`src/rtl/int_alu32_pkg.sv`:
```
`timescale 1ns/1ps
package int_alu32_pkg;
  localparam int OPW = 4;

  typedef enum logic [OPW-1:0] {
    OP_ADD_S  = 4'h0,
    OP_ADD_U  = 4'h1,
    OP_SUB_S  = 4'h2,
    OP_SUB_U  = 4'h3,
    OP_AND    = 4'h4,
    OP_OR     = 4'h5,
    OP_XOR    = 4'h6,
    OP_NOR    = 4'h7,
    OP_LT_S   = 4'hA,
    OP_LT_U   = 4'hB
  } alu_op_e;
endpackage

```
`src/rtl/alu_ripple_add.sv`:
```
`timescale 1ns/1ps
module alu_ripple_add #(
  parameter int W = 32
) (
  input  logic [W-1:0] a,
  input  logic [W-1:0] b,
  input  logic         cin,
  output logic [W-1:0] sum,
  output logic         c_into_msb,
  output logic         c_out
);
  logic [W:0] c;
  assign c[0] = cin;

  for (genvar i = 0; i < W; i++) begin : g_bit
    assign sum[i]  = a[i] ^ b[i] ^ c[i];
    assign c[i+1]  = (a[i] & b[i]) | (a[i] & c[i]) | (b[i] & c[i]);
  end

  assign c_into_msb = c[W-1];
  assign c_out      = c[W];
endmodule

```
`src/rtl/alu_bitwise.sv`:
```
`timescale 1ns/1ps
module alu_bitwise #(
  parameter int W = 32
) (
  input  logic [W-1:0] a,
  input  logic [W-1:0] b,
  input  logic [1:0]   fsel,   // 0 and, 1 or, 2 xor, 3 nor
  output logic [W-1:0] y
);
  always_comb begin
    unique case (fsel)
      2'd0:    y = a & b;
      2'd1:    y = a | b;
      2'd2:    y = a ^ b;
      default: y = ~(a | b);
    endcase
  end
endmodule

```
`src/rtl/int_alu32.sv`:
```
`timescale 1ns/1ps
module int_alu32
  import int_alu32_pkg::*;
#(
  parameter int W = 32
) (
  input  logic           clk,
  input  logic           rst,
  input  logic [W-1:0]   opnd_a,
  input  logic [W-1:0]   opnd_b,
  input  logic [OPW-1:0] op_sel,
  output logic [W-1:0]   res_q,
  output logic           cout_q,
  output logic           ovf_q
);
  localparam int MSB = W - 1;

  // Subtract path is shared by both subtracts and both compares
  logic         use_sub;
  logic [W-1:0] b_eff;
  logic [W-1:0] sum;
  logic         c_msb_in;
  logic         c_top;
  logic         ovf_raw;
  logic         lt_s_bit;
  logic         lt_u_bit;
  logic [W-1:0] logic_y;

  assign use_sub = (op_sel == OP_SUB_S) || (op_sel == OP_SUB_U) ||
                   (op_sel == OP_LT_S)  || (op_sel == OP_LT_U);
  assign b_eff   = use_sub ? ~opnd_b : opnd_b;

  alu_ripple_add #(.W(W)) u_add (
    .a          (opnd_a),
    .b          (b_eff),
    .cin        (use_sub),
    .sum        (sum),
    .c_into_msb (c_msb_in),
    .c_out      (c_top)
  );

  alu_bitwise #(.W(W)) u_bitw (
    .a    (opnd_a),
    .b    (opnd_b),
    .fsel (op_sel[1:0]),
    .y    (logic_y)
  );

  assign ovf_raw  = c_msb_in ^ c_top;
  assign lt_s_bit = sum[MSB] ^ ovf_raw;
  assign lt_u_bit = ~c_top;

  logic [W-1:0] res_d;
  logic         cout_d;
  logic         ovf_d;

  always_comb begin
    res_d  = '0;
    cout_d = 1'b0;
    ovf_d  = 1'b0;
    case (op_sel)
      OP_ADD_S, OP_SUB_S: begin
        res_d  = sum;
        cout_d = c_top;
        ovf_d  = ovf_raw;
      end
      OP_ADD_U, OP_SUB_U: begin
        res_d  = sum;
        cout_d = c_top;
      end
      OP_AND, OP_OR, OP_XOR, OP_NOR: begin
        res_d  = logic_y;
      end
      OP_LT_S: begin
        res_d  = {{(W-1){1'b0}}, lt_s_bit};
        cout_d = c_top;
      end
      OP_LT_U: begin
        res_d  = {{(W-1){1'b0}}, lt_u_bit};
        cout_d = c_top;
      end
      default: ;
    endcase
  end

  always_ff @(posedge clk) begin
    if (rst) begin
      res_q  <= '0;
      cout_q <= 1'b0;
      ovf_q  <= 1'b0;
    end else begin
      res_q  <= res_d;
      cout_q <= cout_d;
      ovf_q  <= ovf_d;
    end
  end

  // reset clears every output register
  a_r1_reset_clears: assert property (@(posedge clk)
    rst |=> (res_q == '0) && !cout_q && !ovf_q);

  // unsigned add and subtract never report overflow
  a_r6_unsigned_no_ovf: assert property (@(posedge clk) disable iff (rst)
    ((op_sel == OP_ADD_U) || (op_sel == OP_SUB_U)) |=> !ovf_q);

  // opposite-sign addition cannot overflow
  a_r5_mixed_add_no_ovf: assert property (@(posedge clk) disable iff (rst)
    ((op_sel == OP_ADD_S) && (opnd_a[MSB] != opnd_b[MSB])) |=> !ovf_q);

  // same-sign subtraction cannot overflow
  a_r5_like_sub_no_ovf: assert property (@(posedge clk) disable iff (rst)
    ((op_sel == OP_SUB_S) && (opnd_a[MSB] == opnd_b[MSB])) |=> !ovf_q);

  // logic codes leave both flags clear
  a_r7_logic_no_flags: assert property (@(posedge clk) disable iff (rst)
    (op_sel[3:2] == 2'b01) |=> !cout_q && !ovf_q);

  // comparisons write only bit 0 and never flag overflow
  a_r8_compare_narrow: assert property (@(posedge clk) disable iff (rst)
    ((op_sel == OP_LT_S) || (op_sel == OP_LT_U)) |=>
      (res_q[MSB:1] == '0) && !ovf_q);

  // unassigned codes give all zeros
  a_r10_unused_zero: assert property (@(posedge clk) disable iff (rst)
    ((op_sel == 4'h8) || (op_sel == 4'h9) || (op_sel[3:2] == 2'b11)) |=>
      (res_q == '0) && !cout_q && !ovf_q);
endmodule

```
`config.mk`:
```
export PLATFORM = sky130hd
export DESIGN_NAME = int_alu32
export DESIGN_NICKNAME = d
export VERILOG_FILES = /design/src/rtl/int_alu32_pkg.sv /design/src/rtl/alu_ripple_add.sv /design/src/rtl/alu_bitwise.sv /design/src/rtl/int_alu32.sv
export SDC_FILE = /design/constraint.sdc
export NUM_CORES = 1
export LEC_CHECK = 0
export CELL_PAD_IN_SITES_DETAIL_PLACEMENT = 1
export CELL_PAD_IN_SITES_GLOBAL_PLACEMENT = 1
export CORE_MARGIN = 2
export CORE_UTILIZATION = 30
export DETAILED_ROUTE_END_ITERATION = 10
export GPL_ROUTABILITY_DRIVEN = 0
export PLACE_DENSITY = 0.65
export SLEW_MARGIN = 20
export SYNTH_ARGS = -nofsm -noshare
export SYNTH_HDL_FRONTEND = slang
export SYNTH_SLANG_ARGS = --single-unit
export TNS_END_PERCENT = 1
```
`constraint.sdc`:
```
create_clock -name clk -period 20.3 [get_ports clk]
set_input_delay 2.03 -clock clk [delete_from_list [all_inputs] [get_ports clk]]
set_output_delay 2.03 -clock clk [all_outputs]
set_load 0.02 [all_outputs]
```
==> results of run 1 <==
final cells by class:
cell class / count / area [um2] / share of cell area, %
flip-flops and latches: 34 / 681 / 12.7
repair buffers: 106 / 1050 / 19.7
multi-input cells: 317 / 2980 / 55.6
clock buffers: 8 / 166 / 3.11
well taps: 176 / 220 / 4.12
inverters: 67 / 251 / 4.70
cells by family after synthesis:
kind of cell,synth area share [%]
AO/OA/AOI/OAI,11.3
XOR/XNOR,6.92
adder cells (fa/ha/maj),35.6
buffers and inverters,9.92
flip-flops,16.8
multiplexers,8.16
AND/OR/NAND/NOR,11.2
critical path, delay by kind of cell:
| family | cells | cell delay [ns] |
|---|---|---|
| adders and majority gates | 31 | 13.16 |
| buffers and inverters | 2 | 0.72 |
| and+or+nand+nor | 1 | 0.25 |
| muxes | 1 | 0.17 |
| xor gates and xnor gates | 1 | 0.30 |
| AOI/OAI and AO/OA | 2 | 0.25 |
per-layer routing:
layer	part of all wire (%)	wire length (um)	vias up	global-route usage (%)
met5	0	0	-	0
met4	1.1	121	0	3.75
met2	50	5480	75	28.7
met3	5.1	564	11	3.99
met1	44	4890	1641	19.6
li1	-	-	1614	-
layout by cell type, fill, tap and decap left out:
cell type	Yosys	final
sky130_fd_sc_hd__a21oi_1	2	2
sky130_fd_sc_hd__a41oi_1	1	1
sky130_fd_sc_hd__buf_4	6	3
sky130_fd_sc_hd__buf_6	3	1
sky130_fd_sc_hd__clkbuf_16	0	5
sky130_fd_sc_hd__clkbuf_8	0	3
sky130_fd_sc_hd__clkdlybuf4s50_1	0	102
sky130_fd_sc_hd__dfxtp_1	34	34
sky130_fd_sc_hd__fa_1	32	32
sky130_fd_sc_hd__ha_1	64	64
sky130_fd_sc_hd__inv_1	67	67
sky130_fd_sc_hd__mux2i_1	33	33
sky130_fd_sc_hd__nand2_1	45	45
sky130_fd_sc_hd__nand2b_2	0	1
sky130_fd_sc_hd__nand3_2	0	1
sky130_fd_sc_hd__nor2_1	3	3
sky130_fd_sc_hd__nor2b_1	34	34
sky130_fd_sc_hd__nor3_1	2	1
sky130_fd_sc_hd__nor3_2	0	1
sky130_fd_sc_hd__nor4b_1	1	1
sky130_fd_sc_hd__nor4b_4	1	1
sky130_fd_sc_hd__o211ai_1	45	45
sky130_fd_sc_hd__o21ai_0	9	9
sky130_fd_sc_hd__o21ai_1	8	8
sky130_fd_sc_hd__o221ai_1	2	2
sky130_fd_sc_hd__or3_2	1	1
sky130_fd_sc_hd__xnor2_1	32	32
power breakdown:
part | internal [mW] | leakage (nW) | switching, mW | total [mW]
clock network | 0.0558 | 0.0832 | 0.0348 | 0.0906
registers | 0.0725 | 0.279 | 0.00161 | 0.0741
logic | 0.0519 | 1.98 | 0.0530 | 0.105
total | 0.180 | 2.35 | 0.0895 | 0.270
flip-flops by register name (all words and copies together) (netlist names):
register and cells:
cout_q 1, ovf_q 1, res_q 32
worst max path at each step:
stage	from	endpoint	slack [ns]	cells after the start
after detailed placement	op_sel[1]	res_q[0]$_SDFF_PP0_	3.24	38
after floorplan	op_sel[2]	res_q[0]$_SDFF_PP0_	4.58	39
final	op_sel[1]	res_q[0]$_SDFF_PP0_	3.65	38
after global placement	op_sel[2]	res_q[0]$_SDFF_PP0_	3.50	39
after CTS	op_sel[1]	res_q[0]$_SDFF_PP0_	3.50	38
after global routing	op_sel[1]	res_q[0]$_SDFF_PP0_	3.00	38
per-stage QoR:
| step | total power [mW] | instance area [um2] |
|---|---|---|
| finish | 0.270 | 5350 |
| global route | 0.289 | 5350 |
| CTS | 0.276 | 5350 |
| detailed placement | 0.182 | 5180 |
| global placement | 0.177 | 5180 |
| floorplan | 0.137 | 4050 |
==> summary.json, run 1 <==
{
  "setup_viol": 0,
  "boundaryPins": 104,
  "cts_setup_buffers": 0,
  "drcViolationCount": 0,
  "drt_first_iter_violations": 94,
  "worstHoldPathType": "input pin to register",
  "cts-buffers-inserted": 5,
  "grt_setup_unrepaired": "false",
  "largest_net_degree_at_the_start_of_global_routing": 99,
  "post_layout_nonfiller_instances": 708,
  "detailedPlace.worstSlack_ns": 3.24,
  "die_y_extent_um": 120,
  "post_synthesis_register_bit_count": 34,
  "cts.reportedPaths.clkPinSlew_ns": 0.06,
  "placementRows": 42,
  "hold_slack_ns": 2.39,
  "totalNegativeSetupSlack_ns": 0,
  "crit_path_max_fanout": 8,
  "grt_util_all_layers_pct": 16.2,
  "cts-htree-levels": 2,
  "post_cts.resized_instances": 0,
  "layout-drive-gt1-share_pct": 3.20,
  "post-synth-top-count-cell": "sky130_fd_sc_hd__inv_1",
  "holdPathEnd": "ovf_q$_SDFF_PP0_",
  "core_area_um2": 13200,
  "antenna_cells": 0,
  "async_reset_ff_share_pct": 0,
  "synth_enable_flop_cells": 0,
  "synthesized_instance_count": 442,
  "grt_first_pass_wirelength_um": 18300,
  "layout.nets": 697,
  "timing.critical_path.mode_cell": "sky130_fd_sc_hd__fa_1",
  "leakage_nw": 2.35,
  "fillers": 1521,
  "hp-start": "op_sel[0]",
  "grt_antenna_before_repair": 0,
  "vias": 3341,
  "detailedRoute.firstPassIterationCount": 4,
  "synth_area_um2": 4050,
  "critPathMaxStageDelay_ns": 0.67,
  "synthesis.area_per_instance_um2": 9.16,
  "first_global_vias": 3746,
  "post_cts_hold_buffer_count": 0,
  "area.growth.synth_to_final_pct": 32.2,
  "timing.final.crit_period_ns": 16.65,
  "setup_slack_ns": 3.65,
  "hold_depth": 2,
  "actual_slew_at_the_worst_max_slew_pin_ns": 0.924,
  "cp-end-kind": "register",
  "setup.worst_path.class": "input pin to register",
  "hold_violations": 0,
  "number_of_placed_instances_taps_included": 700,
  "root_buffer": "sky130_fd_sc_hd__clkbuf_16",
  "ant_nets": 0,
  "synth_flop_cell": "sky130_fd_sc_hd__dfxtp_1",
  "upper_clock_frequency_limit_ghz": 0.0601,
  "synth.distinct_cells": 25,
  "wl_per_cell_um": 15.6,
  "seq_area_frac_synth_pct": 16.8,
  "post_route_clock_period_utilization_pct": 82.0,
  "worstSetupStartpointType": "input pin",
  "utilization_pct": 40.6,
  "worst-endpoint-required_ns": 20.50,
  "drv_cap": 0,
  "design.die.area_um2": 14400,
  "power.density_nw_per_um2": 50.4,
  "die_width_um": 120,
  "worst_path_max_delay_cell": "sky130_fd_sc_hd__clkdlybuf4s50_1",
  "synthDominantAreaCellType": "sky130_fd_sc_hd__ha_1",
  "hpwl_dp_um": 8450,
  "initial_core_util_pct": 30.7,
  "synth_nets": 608,
  "route.final.wire_length_um": 11000,
  "place.port_buffers": 103,
  "status": "complete, no violations",
  "finalMaxSlewViolations": 0,
  "grt_remaining_overflow": 0,
  "cts_tree": "built",
  "synth.area.top_cells": "sky130_fd_sc_hd__ha_1 20%, sky130_fd_sc_hd__dfxtp_1 17%, sky130_fd_sc_hd__fa_1 16%",
  "clock_sink_count": 34,
  "ys.warnings.count": 0,
  "max-vdd-ir-drop_mv": 0.0286,
  "synth_top_area_share_pct": 19.8,
  "maxSlewHeadroom_pct": 38.2,
  "synth_top_cells_by_count": "67 x sky130_fd_sc_hd__inv_1, 64 x sky130_fd_sc_hd__ha_1, 45 x sky130_fd_sc_hd__nand2_1, 45 x sky130_fd_sc_hd__o211ai_1",
  "via_density": 4.72,
  "clk_path_buf_depth": 2,
  "worst_ep_arrival_time_ns": 16.86
}
(Power assumes the default switching activity.)
==> run 2: changes to the inputs <==
clock period = 15.7 ns   (was 20.3 ns; I/O delays follow)
==> summary.json, run 2 (synthesized netlist as in run 1, its figures left out) <==
{
  "placementRows": {"value": 42, "change": "unchanged"},
  "power.density": {"value": 62.3, "unit": "nW/um2", "change": "+24%"},
  "clock_sink_count": {"value": 34, "change": "unchanged"},
  "timing.critical_path.mode_cell": "sky130_fd_sc_hd__fa_1",
  "setup_viol": {"value": 0, "change": "unchanged"},
  "grt_remaining_overflow": {"value": 0, "change": "unchanged"},
  "maxSlewHeadroom": {"value": 42.1, "unit": "%", "change": "+4.0 points"},
  "cts_tree": "built",
  "multi_input_area": {"value": 3030, "unit": "um2", "change": "+1.8%"},
  "clk_path_buf_depth": {"value": 2, "change": "unchanged"},
  "final_cell_area": {"value": 5460, "unit": "um2", "change": "+2.0%"},
  "die_y_extent": {"value": 120, "unit": "um", "change": "unchanged"},
  "cp-end-kind": "register",
  "crit_start": "op_sel[2]",
  "cts-buffers-inserted": {"value": 5, "change": "unchanged"},
  "worst_path_max_delay_cell": "sky130_fd_sc_hd__clkdlybuf4s50_1",
  "grt_setup_unrepaired": "false",
  "detailedPlace.worstSlack": {"value": -0.533, "unit": "ns", "change": "-3.78 ns"},
  "setup.worst_path.class": "input pin to register",
  "largest_register_ffs": {"value": 32, "change": "unchanged"},
  "route.final.wire_length": {"value": 11200, "unit": "um", "change": "+1.5%"},
  "total_power": {"value": 340, "unit": "uW", "change": "+26%"},
  "grt_first_pass_wirelength": {"value": 18800, "unit": "um", "change": "+2.8%"},
  "upper_clock_frequency_limit_ghz": 0.0667,
  "vias": {"value": 3382, "change": "+1.2%"},
  "area.growth.synth_to_final_pct": 34.8,
  "post_dp_cell_area": {"value": 5250, "unit": "um2", "change": "+1.3%"},
  "detailedRoute.firstPassIterationCount": {"value": 4, "change": "unchanged"},
  "reg_top3": "res_q (32), cout_q (1), ovf_q (1)",
  "drv_cap": {"value": 0, "change": "unchanged"},
  "worstHoldPathType": "input pin to register",
  "grt_util_all_layers": {"value": 16.6, "unit": "%", "change": "+0.41 points"},
  "worst-endpoint-required": {"value": 15.90, "unit": "ns", "change": "-4.60 ns"},
  "hp-start": "op_sel[0]",
  "die_width": {"value": 120, "unit": "um", "change": "unchanged"},
  "number_of_placed_instances_taps_included": {"value": 709, "change": "+1.3%"},
  "post_cts_hold_buffer_count": {"value": 0, "change": "unchanged"},
  "status": "complete, no violations",
  "drcViolationCount": {"value": 0, "change": "unchanged"},
  "first_global_vias": {"value": 3768, "change": "+0.59%"},
  "ant_nets": {"value": 0, "change": "unchanged"},
  "fillers": {"value": 1528, "change": "+0.46%"},
  "layout.cells.most_common": "sky130_fd_sc_hd__clkdlybuf4s50_1",
  "timing.final.crit_period_ns": 14.99,
  "seqCellArea": {"value": 681, "unit": "um2", "change": "unchanged"},
  "post_route_clock_period_utilization_pct": 95.5,
  "layout.nets": {"value": 707, "change": "+1.4%"},
  "antenna_cells": {"value": 0, "change": "unchanged"},
  "largest_register": "res_q",
  "initial_core_util": {"value": 30.7, "unit": "%", "change": "unchanged"},
  "max-vdd-ir-drop": {"value": 0.0323, "unit": "mV", "change": "+13%"},
  "worstSetupStartpointType": "input pin",
  "boundaryPins": {"value": 104, "change": "unchanged"},
  "leakage": {"value": 2.39, "unit": "nW", "change": "+1.7%"},
  "crit_path_max_fanout": {"value": 4, "change": "-4"},
  "finalMaxSlewViolations": {"value": 0, "change": "unchanged"},
  "worst_ep_arrival_time": {"value": 15.19, "unit": "ns", "change": "-1.67 ns"},
  "wl_per_cell": {"value": 15.7, "unit": "um", "change": "+0.39%"},
  "actual_slew_at_the_worst_max_slew_pin": {"value": 0.868, "unit": "ns", "change": "-0.0559 ns"},
  "hpwl_dp": {"value": 8630, "unit": "um", "change": "+2.2%"},
  "root_buffer": "sky130_fd_sc_hd__clkbuf_16",
  "cts.reportedPaths.clkPinSlew": {"value": 0.06, "unit": "ns", "change": "about the same"},
  "cts_setup_buffers": {"value": 0, "change": "unchanged"},
  "critPathMaxStageDelay": {"value": 0.49, "unit": "ns", "change": "-0.18 ns"},
  "hold_depth": {"value": 4, "change": "+2"},
  "via_density": {"value": 4.72, "change": "about the same"},
  "largest_net_degree_at_the_start_of_global_routing": {"value": 99, "change": "unchanged"},
  "hold_slack": {"value": 1.91, "unit": "ns", "change": "-0.483 ns"},
  "drt_first_iter_violations": {"value": 138, "change": "+47%"},
  "place.port_buffers": {"value": 103, "change": "unchanged"},
  "layout_common_cells": "102 x sky130_fd_sc_hd__clkdlybuf4s50_1, 67 x sky130_fd_sc_hd__inv_1, 64 x sky130_fd_sc_hd__ha_1",
  "design.die.area": {"value": 14400, "unit": "um2", "change": "unchanged"},
  "grt_antenna_before_repair": {"value": 0, "change": "unchanged"},
  "setup_slack": {"value": 0.709, "unit": "ns", "change": "-2.94 ns"},
  "core_area": {"value": 13200, "unit": "um2", "change": "unchanged"},
  "post_layout_nonfiller_instances": {"value": 716, "change": "+1.1%"},
  "layout-drive-gt1-share": {"value": 7.41, "unit": "%", "change": "+4.2 points"},
  "cts-htree-levels": {"value": 2, "change": "unchanged"},
  "hold_violations": {"value": 0, "change": "unchanged"}
}
-- run 2: changes by cell type in the layout (fill, tap and decap cells not counted), moves of 2 or more --
cell | before | now
sky130_fd_sc_hd__fa_1 | 32 | 19
sky130_fd_sc_hd__buf_4 | 3 | 12
sky130_fd_sc_hd__clkbuf_8 | 3 | 1
sky130_fd_sc_hd__fa_2 | 0 | 13
-- run 2: final timing paths --
check,end
hold / removal,res_q[8]$_SDFF_PP0_
setup / recovery,res_q[0]$_SDFF_PP0_
-- run 2: worst max-delay path, delay by kind of cell --
kind | cells | cell delay [ns]
fa+ha+maj | 31 | 12.29
buf+inv | 2 | 0.55
compound gates | 3 | 0.39
simple gates | 2 | 0.23
mux | 1 | 0.15
-- run 2: stage by stage --
step / utilization, % / setup TNS (ns)
5_1_grt: 41.4 / 0
3_3_place_gp: 39.8 / -1.11
6_report: 41.4 / 0
2_1_floorplan: - / 0
3_5_place_dp: 39.8 / -1.79
4_1_cts: 41.0 / 0
-- run 2: final cells by class --
| class | count | area share, % |
|---|---|---|
| clock buffer | 6 | 2.54 |
| inverter | 67 | 4.61 |
| multi-input combinational | 317 | 55.6 |
| sequential | 34 | 12.5 |
| tap | 176 | 4.03 |
| timing repair buffer | 116 | 20.8 |
-- run 2: report_power, final --
part	internal (mW)	total [mW]	leakage (nW)	switching (mW)
logic	0.0715	0.142	2.04	0.0708
registers	0.0938	0.0957	0.279	0.00189
clock network	0.0615	0.102	0.0688	0.0408
-- run 2: repair_timing --
| item | 4_1_cts | 5_1_grt |
|---|---|---|
| endpoints found under the setup margin | 4 | 4 |
| gates resized for setup | 7 | 9 |
| pin swaps | 0 | 1 |
-- run 2: per-layer routing --
layer  routed length, um  track usage [%]  share of wire [%]
met5                   0                0                  0
met3                 605             4.13                5.4
met2                5660             29.4                 50
met4                  88             2.87               0.78
met1                4870             20.4                 43
